`src/rtl/sram_bus_pkg.sv`:
```
package sram_bus_pkg;
    typedef enum logic [2:0] {
        ST_IDLE       = 3'd0,
        ST_RD_ACCESS  = 3'd1,
        ST_RD_RECOVER = 3'd2,
        ST_WR_PULSE   = 3'd3,
        ST_WR_HOLD    = 3'd4
    } seq_state_t;
endpackage

```
`src/rtl/sram_phase_timer.sv`:
```
module sram_phase_timer #(
    parameter int CNT_W = 5
) (
    input  logic             clk,
    input  logic             rst_n,
    input  logic             load,
    input  logic [CNT_W-1:0] load_val,
    output logic             last
);
    logic [CNT_W-1:0] cnt_q;

    always_ff @(posedge clk) begin
        if (!rst_n)
            cnt_q <= '0;
        else if (load)
            cnt_q <= load_val;
        else if (cnt_q != '0)
            cnt_q <= cnt_q - 1'b1;
    end

    assign last = (cnt_q == '0);
endmodule

```
`src/rtl/sram_seq_fsm.sv`:
```
module sram_seq_fsm
    import sram_bus_pkg::*;
#(
    parameter int T_ACC  = 18,
    parameter int T_WP   = 14,
    parameter int T_DSU  = 8,
    parameter int T_HOLD = 4,
    parameter int CNT_W  = 5
) (
    input  logic             clk,
    input  logic             rst_n,
    input  logic             hold_off,
    input  logic             req_valid,
    input  logic             req_write,
    input  logic             phase_last,
    output logic             timer_load,
    output logic [CNT_W-1:0] timer_val,
    output seq_state_t       state_o,
    output logic             ready,
    output logic             accept,
    output logic             capture,
    output logic             finish,
    output logic             ce_n,
    output logic             oe_n,
    output logic             we_n,
    output logic             dq_oe
);
    localparam int WP_LEN = (T_WP > T_DSU) ? T_WP : T_DSU;
    localparam int RUN_W  = CNT_W + 1;

    seq_state_t state_q, state_d;

    // state register
    always_ff @(posedge clk) begin
        if (!rst_n)
            state_q <= ST_IDLE;
        else
            state_q <= state_d;
    end

    assign ready  = (state_q == ST_IDLE) && !hold_off;
    assign accept = req_valid && ready;

    // next state and phase counter loading
    always_comb begin
        state_d    = state_q;
        timer_load = 1'b0;
        timer_val  = '0;
        unique case (state_q)
            ST_IDLE: begin
                if (accept) begin
                    timer_load = 1'b1;
                    if (req_write) begin
                        state_d   = ST_WR_PULSE;
                        timer_val = CNT_W'(WP_LEN - 1);
                    end else begin
                        state_d   = ST_RD_ACCESS;
                        timer_val = CNT_W'(T_ACC - 1);
                    end
                end
            end
            ST_RD_ACCESS: begin
                if (phase_last) begin
                    state_d    = ST_RD_RECOVER;
                    timer_load = 1'b1;
                    timer_val  = CNT_W'(T_HOLD - 1);
                end
            end
            ST_RD_RECOVER: begin
                if (phase_last)
                    state_d = ST_IDLE;
            end
            ST_WR_PULSE: begin
                if (phase_last) begin
                    state_d    = ST_WR_HOLD;
                    timer_load = 1'b1;
                    timer_val  = CNT_W'(T_HOLD - 1);
                end
            end
            ST_WR_HOLD: begin
                if (phase_last)
                    state_d = ST_IDLE;
            end
            default: state_d = ST_IDLE;
        endcase
    end

    // outputs decoded from the state
    always_comb begin
        ce_n    = 1'b1;
        oe_n    = 1'b1;
        we_n    = 1'b1;
        dq_oe   = 1'b0;
        capture = 1'b0;
        finish  = 1'b0;
        unique case (state_q)
            ST_IDLE: ;
            ST_RD_ACCESS: begin
                ce_n    = 1'b0;
                oe_n    = 1'b0;
                capture = phase_last;
                finish  = phase_last;
            end
            ST_RD_RECOVER: ;
            ST_WR_PULSE: begin
                ce_n   = 1'b0;
                we_n   = 1'b0;
                dq_oe  = 1'b1;
                finish = phase_last;
            end
            ST_WR_HOLD: begin
                ce_n  = 1'b0;
                dq_oe = 1'b1;
            end
            default: ;
        endcase
    end

    assign state_o = state_q;

    // run-length counters for the strobe checks
    logic [RUN_W-1:0] we_run_q, oe_run_q;
    always_ff @(posedge clk) begin
        if (!rst_n) begin
            we_run_q <= '0;
            oe_run_q <= '0;
        end else begin
            we_run_q <= we_n ? '0 : we_run_q + 1'b1;
            oe_run_q <= oe_n ? '0 : oe_run_q + 1'b1;
        end
    end


    no_bus_fight_chk: assert property (@(posedge clk) disable iff (!rst_n)
        !(dq_oe && !oe_n));

    oe_off_in_write_chk: assert property (@(posedge clk) disable iff (!rst_n)
        !we_n |-> (oe_n && !ce_n));

    we_pulse_len_chk: assert property (@(posedge clk) disable iff (!rst_n)
        $rose(we_n) |-> (we_run_q == RUN_W'(WP_LEN)));

    oe_pulse_len_chk: assert property (@(posedge clk) disable iff (!rst_n)
        $rose(oe_n) |-> (oe_run_q == RUN_W'(T_ACC)));
endmodule

```
`src/rtl/sram_bus_ctrl.sv`:
```
module sram_bus_ctrl
    import sram_bus_pkg::*;
#(
    parameter int ADDR_W = 17,
    parameter int DATA_W = 8,
    parameter int T_ACC  = 18,
    parameter int T_WP   = 14,
    parameter int T_DSU  = 8,
    parameter int T_HOLD = 4
) (
    input  logic              clk,
    input  logic              rst_n,
    input  logic              hold_off,
    input  logic              req_valid,
    output logic              req_ready,
    input  logic              req_write,
    input  logic [ADDR_W-1:0] req_addr,
    input  logic [DATA_W-1:0] req_wdata,
    output logic              rsp_valid,
    output logic [DATA_W-1:0] rsp_rdata,
    output logic              mem_ce_n,
    output logic              mem_oe_n,
    output logic              mem_we_n,
    output logic [ADDR_W-1:0] mem_addr,
    output logic [DATA_W-1:0] mem_dq_out,
    output logic              mem_dq_oe,
    input  logic [DATA_W-1:0] mem_dq_in
);
    localparam int WP_LEN  = (T_WP > T_DSU) ? T_WP : T_DSU;
    localparam int MAX_A   = (T_ACC > WP_LEN) ? T_ACC : WP_LEN;
    localparam int MAX_LEN = (MAX_A > T_HOLD) ? MAX_A : T_HOLD;
    localparam int CNT_W   = $clog2(MAX_LEN + 1);

    logic             timer_load, phase_last;
    logic [CNT_W-1:0] timer_val;
    logic             accept, capture, finish;
    seq_state_t       state;

    sram_phase_timer #(.CNT_W(CNT_W)) u_timer (
        .clk      (clk),
        .rst_n    (rst_n),
        .load     (timer_load),
        .load_val (timer_val),
        .last     (phase_last)
    );

    sram_seq_fsm #(
        .T_ACC (T_ACC), .T_WP (T_WP), .T_DSU (T_DSU),
        .T_HOLD(T_HOLD), .CNT_W(CNT_W)
    ) u_fsm (
        .clk        (clk),
        .rst_n      (rst_n),
        .hold_off   (hold_off),
        .req_valid  (req_valid),
        .req_write  (req_write),
        .phase_last (phase_last),
        .timer_load (timer_load),
        .timer_val  (timer_val),
        .state_o    (state),
        .ready      (req_ready),
        .accept     (accept),
        .capture    (capture),
        .finish     (finish),
        .ce_n       (mem_ce_n),
        .oe_n       (mem_oe_n),
        .we_n       (mem_we_n),
        .dq_oe      (mem_dq_oe)
    );

    logic [ADDR_W-1:0] addr_q;
    logic [DATA_W-1:0] wdata_q, rdata_q;
    logic              rsp_q;

    always_ff @(posedge clk) begin
        if (!rst_n) begin
            addr_q  <= '0;
            wdata_q <= '0;
            rdata_q <= '0;
            rsp_q   <= 1'b0;
        end else begin
            if (accept) begin
                addr_q  <= req_addr;
                wdata_q <= req_wdata;
            end
            if (capture)
                rdata_q <= mem_dq_in;
            rsp_q <= finish;
        end
    end

    assign mem_addr   = addr_q;
    assign mem_dq_out = wdata_q;
    assign rsp_valid  = rsp_q;
    assign rsp_rdata  = rdata_q;


    addr_hold_chk: assert property (@(posedge clk) disable iff (!rst_n)
        (state != ST_IDLE && $past(state != ST_IDLE)) |-> $stable(mem_addr));

    wdata_hold_chk: assert property (@(posedge clk) disable iff (!rst_n)
        (mem_dq_oe && $past(mem_dq_oe)) |-> $stable(mem_dq_out));

    rsp_single_chk: assert property (@(posedge clk) disable iff (!rst_n)
        rsp_valid |=> !rsp_valid);

    hold_off_ce_chk: assert property (@(posedge clk) disable iff (!rst_n)
        (hold_off && mem_ce_n) |=> mem_ce_n);
endmodule

```
`config.mk`:
```
export PLATFORM = sky130hd
export DESIGN_NAME = sram_bus_ctrl
export DESIGN_NICKNAME = d
export VERILOG_FILES = /design/src/rtl/sram_bus_pkg.sv /design/src/rtl/sram_phase_timer.sv /design/src/rtl/sram_seq_fsm.sv /design/src/rtl/sram_bus_ctrl.sv
export SDC_FILE = /design/constraint.sdc
export NUM_CORES = 1
export LEC_CHECK = 0
export BUFFER_PORTS_ARGS = -buffer_cell sky130_fd_sc_hd__buf_2
export CELL_PAD_IN_SITES_DETAIL_PLACEMENT = 0
export CELL_PAD_IN_SITES_GLOBAL_PLACEMENT = 2
export CORE_ASPECT_RATIO = 1.75
export CORE_UTILIZATION = 23
export CTS_BUF_LIST = sky130_fd_sc_hd__clkbuf_4 sky130_fd_sc_hd__clkbuf_8
export DETAILED_ROUTE_END_ITERATION = 10
export PLACE_DENSITY_LB_ADDON = 0.08
export SYNTH_ARGS = -nofsm -noshare
export SYNTH_HDL_FRONTEND = slang
export SYNTH_SLANG_ARGS = --single-unit
```
`constraint.sdc`:
```
create_clock -name clk -period 1.5 [get_ports clk]
set_input_delay 0.15 -clock clk [delete_from_list [all_inputs] [get_ports clk]]
set_output_delay 0.15 -clock clk [all_outputs]
set_load 0.05 [all_outputs]
```
==> metrics.cfg, run 1 <==
[place]
hpwl_mm = 3.29
placedCellCount = 353
place_area_um2 = 2210
place.port_buffers = 76
gp_congestion = 0.733

[detailed_routing]
drtIter0Drc = 33
dr.pass1.iters = 4
drt-total-wl_mm = 4.52
via_count = 1565
via_per_inst = 4.31
ant_nets = 0
drcViolationCount = 0
post_drt_wl_per_cell_um = 12.4

[power_and_ir_drop]
vdd_drop_max_mv = 0.440
powerDensity_nw_per_um2 = 1560
power.leakage_nw = 1.17

[final_layout]
final_cell_mix = buf_2 (72), nand2_1 (53), dfxtp_1 (39), a21oi_1 (29), buf_4 (20)
drive_above_1_share_pct = 44.5
area_growth_pct = 52.9
final_common_cell = buf_2
nets = 320
n_fill_cell = 722
antennaDiodeCount = 0
design_area_um2 = 2430
fin_util_pct = 36.8
final_cells = 363

[sta]
worst_clock_skew_ns = 0.00631
fin_crit_ns = 1.48
rsz0062_at_grt = true
setup-violations-final = 0
maxSlewViolCount = 0
hold_viol = 0
worst_pin_slew_ns = 0.442
timing.setup.tns_ns = 0
relSlewSlack_pct = 70.5
timing.final.crit_share_pct = 98.7
clock.fmax_ghz = 0.676

[global_routing]
grt_max_degree = 19
track_usage_pct = 13.0
grt_pass1_wl_mm = 7.31
antenna_found_initial = 0
overflow = 0
grt_pass1_vias = 1618

[critical_path]
path_buf_inv = 1
crit_chain = inv_2, ha_4, or4b_4, a2111oi_2
worstReg2RegEnd = u_timer.cnt_q[1]
worst-setup-path-type = reg -> reg
critPathMaxStageDelay_ns = 0.50
endpoint_kind = flip-flop
critPathMaxFanout = 5
cpMaxStageDelayCell = or4b_4
r2r-start = u_timer.cnt_q[1]
required_ns = 1.69
worstPathArrival_ns = 1.66
start_kind = flip-flop
cpLargestDelayFamily = simple AND/OR/NAND/NOR gates
r2r_slack_ns = 0.02
r2r_cells = 4

[clock_network]
cts_tree = yes
clock-root-buffer = clkbuf_8
cts_buffer_depth = 2
clkLatencyLatePin_ns = 0.29
cts_sinks = 42
cts.reportedPaths.clkPinSlew_ns = 0.08
numCtsBuffers = 5
htreeDepth = 2

[die]
start_util_pct = 24.1
die_y_um = 112
core-area_um2 = 6590
die_area_um2 = 7250
die_x_um = 64.8
rows = 39
ios = 77

[hold_path]
holdPathStages = 3
hold_end = rsp_rdata[7]
hold_path_class = in -> reg
min_from = mem_dq_in[7]

[synth]
syn_inst = 188
synth_fp_nets = 227
synth-seq-area-share_pct = 53.0
yosys_warnings = 0
synthDistinctLibCells = 27
ys_ff_latch = 42
avgSynthCellArea_um2 = 8.45
syn_area_um2 = 1590

[run]
maxCapViolations = 0

[outcome]
status = completed

[metrics by stage]
step | hold WS, ns | power (W) | worst slack, ns
floorplan | 0.267 | 0.00220 | -0.312
global placement | 0.379 | 0.00266 | -0.0192
detailed placement | 0.391 | 0.00265 | -0.0696
CTS | 0.0745 | 0.00367 | -0.000271
global route | 0.0803 | 0.00402 | -0.0815
finish | 0.0858 | 0.00378 | 0.0202
[cell type report]
| type | count | area, um^2 | share of cell area [%] |
|---|---|---|---|
| flip-flops and latches | 42 | 847 | 34.9 |
| multi-input cells | 129 | 759 | 31.3 |
| repair buffers | 99 | 591 | 24.3 |
| well taps | 82 | 103 | 4.23 |
| clock buffers | 6 | 82.6 | 3.40 |
| clock inverters | 1 | 30.0 | 1.24 |
| inverters | 4 | 15.0 | 0.619 |
[timing repair]
action | 4_1_cts | 5_1_grt
hold buffers | 0 | 0
pin swaps | 0 | 3
setup buffers | 0 | 3
setup endpoints to repair | 9 | 20
resized for setup | 9 | 16
[worst min-delay path: stages]
cell and delay, ns:
buf_2 0.07, mux2i_1 0.05, nor2_1 0.07
[where the power goes]
part	switching [W]	internal, W
clock	0.000373	0.000533
combinational	0.000854	0.000694
sequential	0.0000781	0.00125
[worst max path at each step]
stage	startpoint	to	slack, ns	cells after the start
finish	u_timer.cnt_q[1]	u_timer.cnt_q[1]	0.02	4
global route	u_timer.cnt_q[1]	rsp_rdata[5]	-0.08	8
CTS	u_fsm.state_o[0]	req_ready	-0.0003	3
detailed placement	u_timer.cnt_q[1]	u_timer.cnt_q[1]	-0.07	4
global placement	u_timer.cnt_q[0]	u_timer.cnt_q[1]	-0.02	4
floorplan	u_fsm.state_o[0]	mem_addr[10]	-0.31	6
[synthesized netlist by cell type, drive strengths merged]
cell type	number	area (um^2)
o311a	1	10.0
inv	4	15.0
or4b	1	10.0
nor4b	1	15.0
and2	1	6.26
a2111oi	2	18.8
and3	1	6.26
mux2i	8	80.1
o41ai	1	8.76
buf	5	25.0
nand2b	1	6.26
clkbuf	8	30.0
ha	1	12.5
a21oi	30	150
nand2	55	206
nand3b	1	7.51
nor3	3	15.0
nor2b	1	6.26
nor4	1	12.5
a211oi	1	7.51
nand3	3	15.0
o21a	2	15.0
nor2	11	41.3
xnor2	2	17.5
a221oi	1	8.76
dfxtp	42	841
[state kept, by name (all words and copies together), names as in the netlist]
signal,flops
mem_addr,17
mem_dq_out,8
rsp_rdata,8
rsp_valid,1
u_fsm.state_o,3
u_timer.cnt_q,5
[per-layer routing]
layer	share of wire [%]	track usage (%)	routed length, um	vias up
li1	-	-	-	803
met1	39	13.1	1760	710
met2	55	24.3	2470	46
met3	4.8	3.18	217	6
met4	1.5	5.33	70	0
met5	0	0	0	-
[cells by family after synthesis]
group	count (synthesis)	share of synthesized area, %
AOI/OAI and AO/OA	38	13.8
xor gates and xnor gates	2	1.10
adders and majority gates	1	0.788
buffers and inverters	17	4.41
DFF	42	53.0
muxes	8	5.04
and+or+nand+nor	80	21.9
Power figures use the tool's default switching activity.
==> run 2: changes to the inputs <==
--- a/config.mk
+++ b/config.mk
@@ -11,6 +11,7 @@
 export CORE_ASPECT_RATIO = 1.75
 export CORE_UTILIZATION = 23
 export CTS_BUF_LIST = sky130_fd_sc_hd__clkbuf_4 sky130_fd_sc_hd__clkbuf_8
+export CTS_CLUSTER_SIZE = 10
 export DETAILED_ROUTE_END_ITERATION = 10
 export PLACE_DENSITY_LB_ADDON = 0.08
 export SYNTH_ARGS = -nofsm -noshare
==> constraint.sdc (replaced) <==
create_clock -name clk -period 1.5 [get_ports clk]
set_input_delay 0.3 -clock clk [delete_from_list [all_inputs] [get_ports clk]]
set_output_delay 0.3 -clock clk [all_outputs]
set_load 0.05 [all_outputs]
==> run 2 against run 1 <==
Effect of this change:
- die area unchanged
- final cell count increased by 0.83%
- largest power group unchanged
- the run now ends with negative setup slack left
- clock skew decreased by 0.0022 ns
- critical path depth decreased by 1
- critical endpoint is now req_ready
- sequential share of layout area decreased by 1.1 points
- utilization increased by 1.3 points
- cell area increased by 3.6%
- maximum frequency decreased by 2.2%
- combinational power increased by 4%
- critical path type is now reg -> out
- global-route usage increased by 0.43 points
==> metrics.cfg, run 2 (synthesis gave the netlist of run 1 again) <==
[die]
rows = 39
die_area_um2 = 7250
die_y_um = 112
start_util_pct = 24.1
core-area_um2 = 6590
ios = 77
die_x_um = 64.8

[final_layout]
largest_reg_flops = 17
final_common_cell = buf_2
n_fill_cell = 745
antennaDiodeCount = 0
nets = 322
final_cells = 366
final_cell_mix = buf_2 (71), nand2_1 (52), dfxtp_1 (37), a21oi_1 (28), buf_4 (19)
drive_above_1_share_pct = 46.1
area_growth_pct = 58.4

[clock_network]
cts_sinks = 42
htreeDepth = 2
clkLatencyLatePin_ns = 0.29
cts_buffer_depth = 2
cts.reportedPaths.clkPinSlew_ns = 0.09
clock-root-buffer = clkbuf_8
numCtsBuffers = 5
cts_tree = yes

[detailed_routing]
drt-total-wl_mm = 4.70
drtIter0Drc = 79
drcViolationCount = 0
via_per_inst = 4.34
dr.pass1.iters = 4
ant_nets = 0
post_drt_wl_per_cell_um = 12.8
via_count = 1590

[critical_path]
crit_chain = nor4_4, buf_4, buf_8
required_ns = 1.20
path_buf_inv = 2
cpMaxStageDelayCell = dfxtp_4
start_kind = flip-flop
critPathMaxStageDelay_ns = 0.37
worstPathArrival_ns = 1.21
critPathMaxFanout = 4
worst-setup-path-type = reg -> out
endpoint_kind = output pin
cpLargestDelayFamily = flip-flops

[global_routing]
grt_pass1_wl_mm = 7.45
track_usage_pct = 13.4
overflow = 0
grt_pass1_vias = 1505
antenna_found_initial = 0
grt_max_degree = 21

[sta]
hold_viol = 0
setup-violations-final = 2
maxSlewViolCount = 0
hold_slack_ns = 0.236
fin_crit_ns = 1.51
timing.final.crit_share_pct = 101
clock.fmax_ghz = 0.661
relSlewSlack_pct = 79.7
rsz0062_at_grt = true
worst_pin_slew_ns = 0.303
setup_ws_ns = -0.0131
worst_clock_skew_ns = 0.00407

[place]
place_ws_ns = -0.0429
placedCellCount = 354
gp_congestion = 0.672
hpwl_mm = 3.30
place.port_buffers = 76

[hold_path]
hold_path_class = in -> reg

[power_and_ir_drop]
powerDensity_nw_per_um2 = 1480
power.leakage_nw = 1.21
total_power_w = 0.00372
vdd_drop_max_mv = 0.531

[run]
maxCapViolations = 0

[outcome]
status = finished with violations
violations = negative setup slack

## run 2: power breakdown
group / total (W) / switching (W) / leakage, nW / internal, W
Combinational: 0.00161 / 0.000886 / 0.817 / 0.000724
Clock: 0.000776 / 0.000405 / 0.0472 / 0.000370
Sequential: 0.00134 / 0.0000858 / 0.344 / 0.00125
## run 2: timing repair
item	in CTS	in global routing
gates cloned	0	1
pin swaps	2	5
resized for setup	23	12
hold buffers	0	0
buffers inserted	3	1
endpoints found under the setup margin	15	19
## run 2: layout make-up
type	count	area (um^2)	share of cell area [%]
flip-flops and latches	42	850	33.8
multi-input cells	129	792	31.5
repair buffers	101	661	26.3
well taps	82	103	4.08
clock buffers	6	82.6	3.28
inverters	4	15.0	0.597
clock inverters	2	12.5	0.498
## run 2: path summary, 6_finish.rpt
kind / start / endpoint / slack (ns) / cells after the start
setup / recovery: u_fsm.state_o[0] / req_ready / -0.01 / 3
hold / removal: req_addr[9] / mem_addr[9] / 0.24 / 3
setup reg to reg: u_timer.cnt_q[1] / u_timer.cnt_q[0] / 0.01 / 6
hold reg to reg: mem_dq_out[5] / mem_dq_out[5] / 0.46 / 2
## run 2: per-layer routing
| layer | GRT usage (%) | wire (um) | vias to the layer above |
|---|---|---|---|
| met2 | 22.1 | 2350 | 49 |
| met5 | 0 | 0 | - |
| met1 | 16.3 | 2040 | 724 |
| li1 | - | - | 811 |
| met3 | 3.48 | 228 | 6 |
| met4 | 5.33 | 81 | 0 |
## run 2: tightest hold or removal path, cell delays in order
cell and delay (ns):
buf_2 0.09, nand2_1 0.05, a21oi_1 0.05
## run 2: metrics by stage
step,instance area [um^2],util [%],setup TNS (ns)
finish,2510,38.2,-0.0192
global route,2510,38.2,-0.629
floorplan,1640,-,-9.32
detailed placement,2240,34.1,-0.0824
CTS,2430,36.9,-0.0363
global placement,2240,34.1,-0.00527
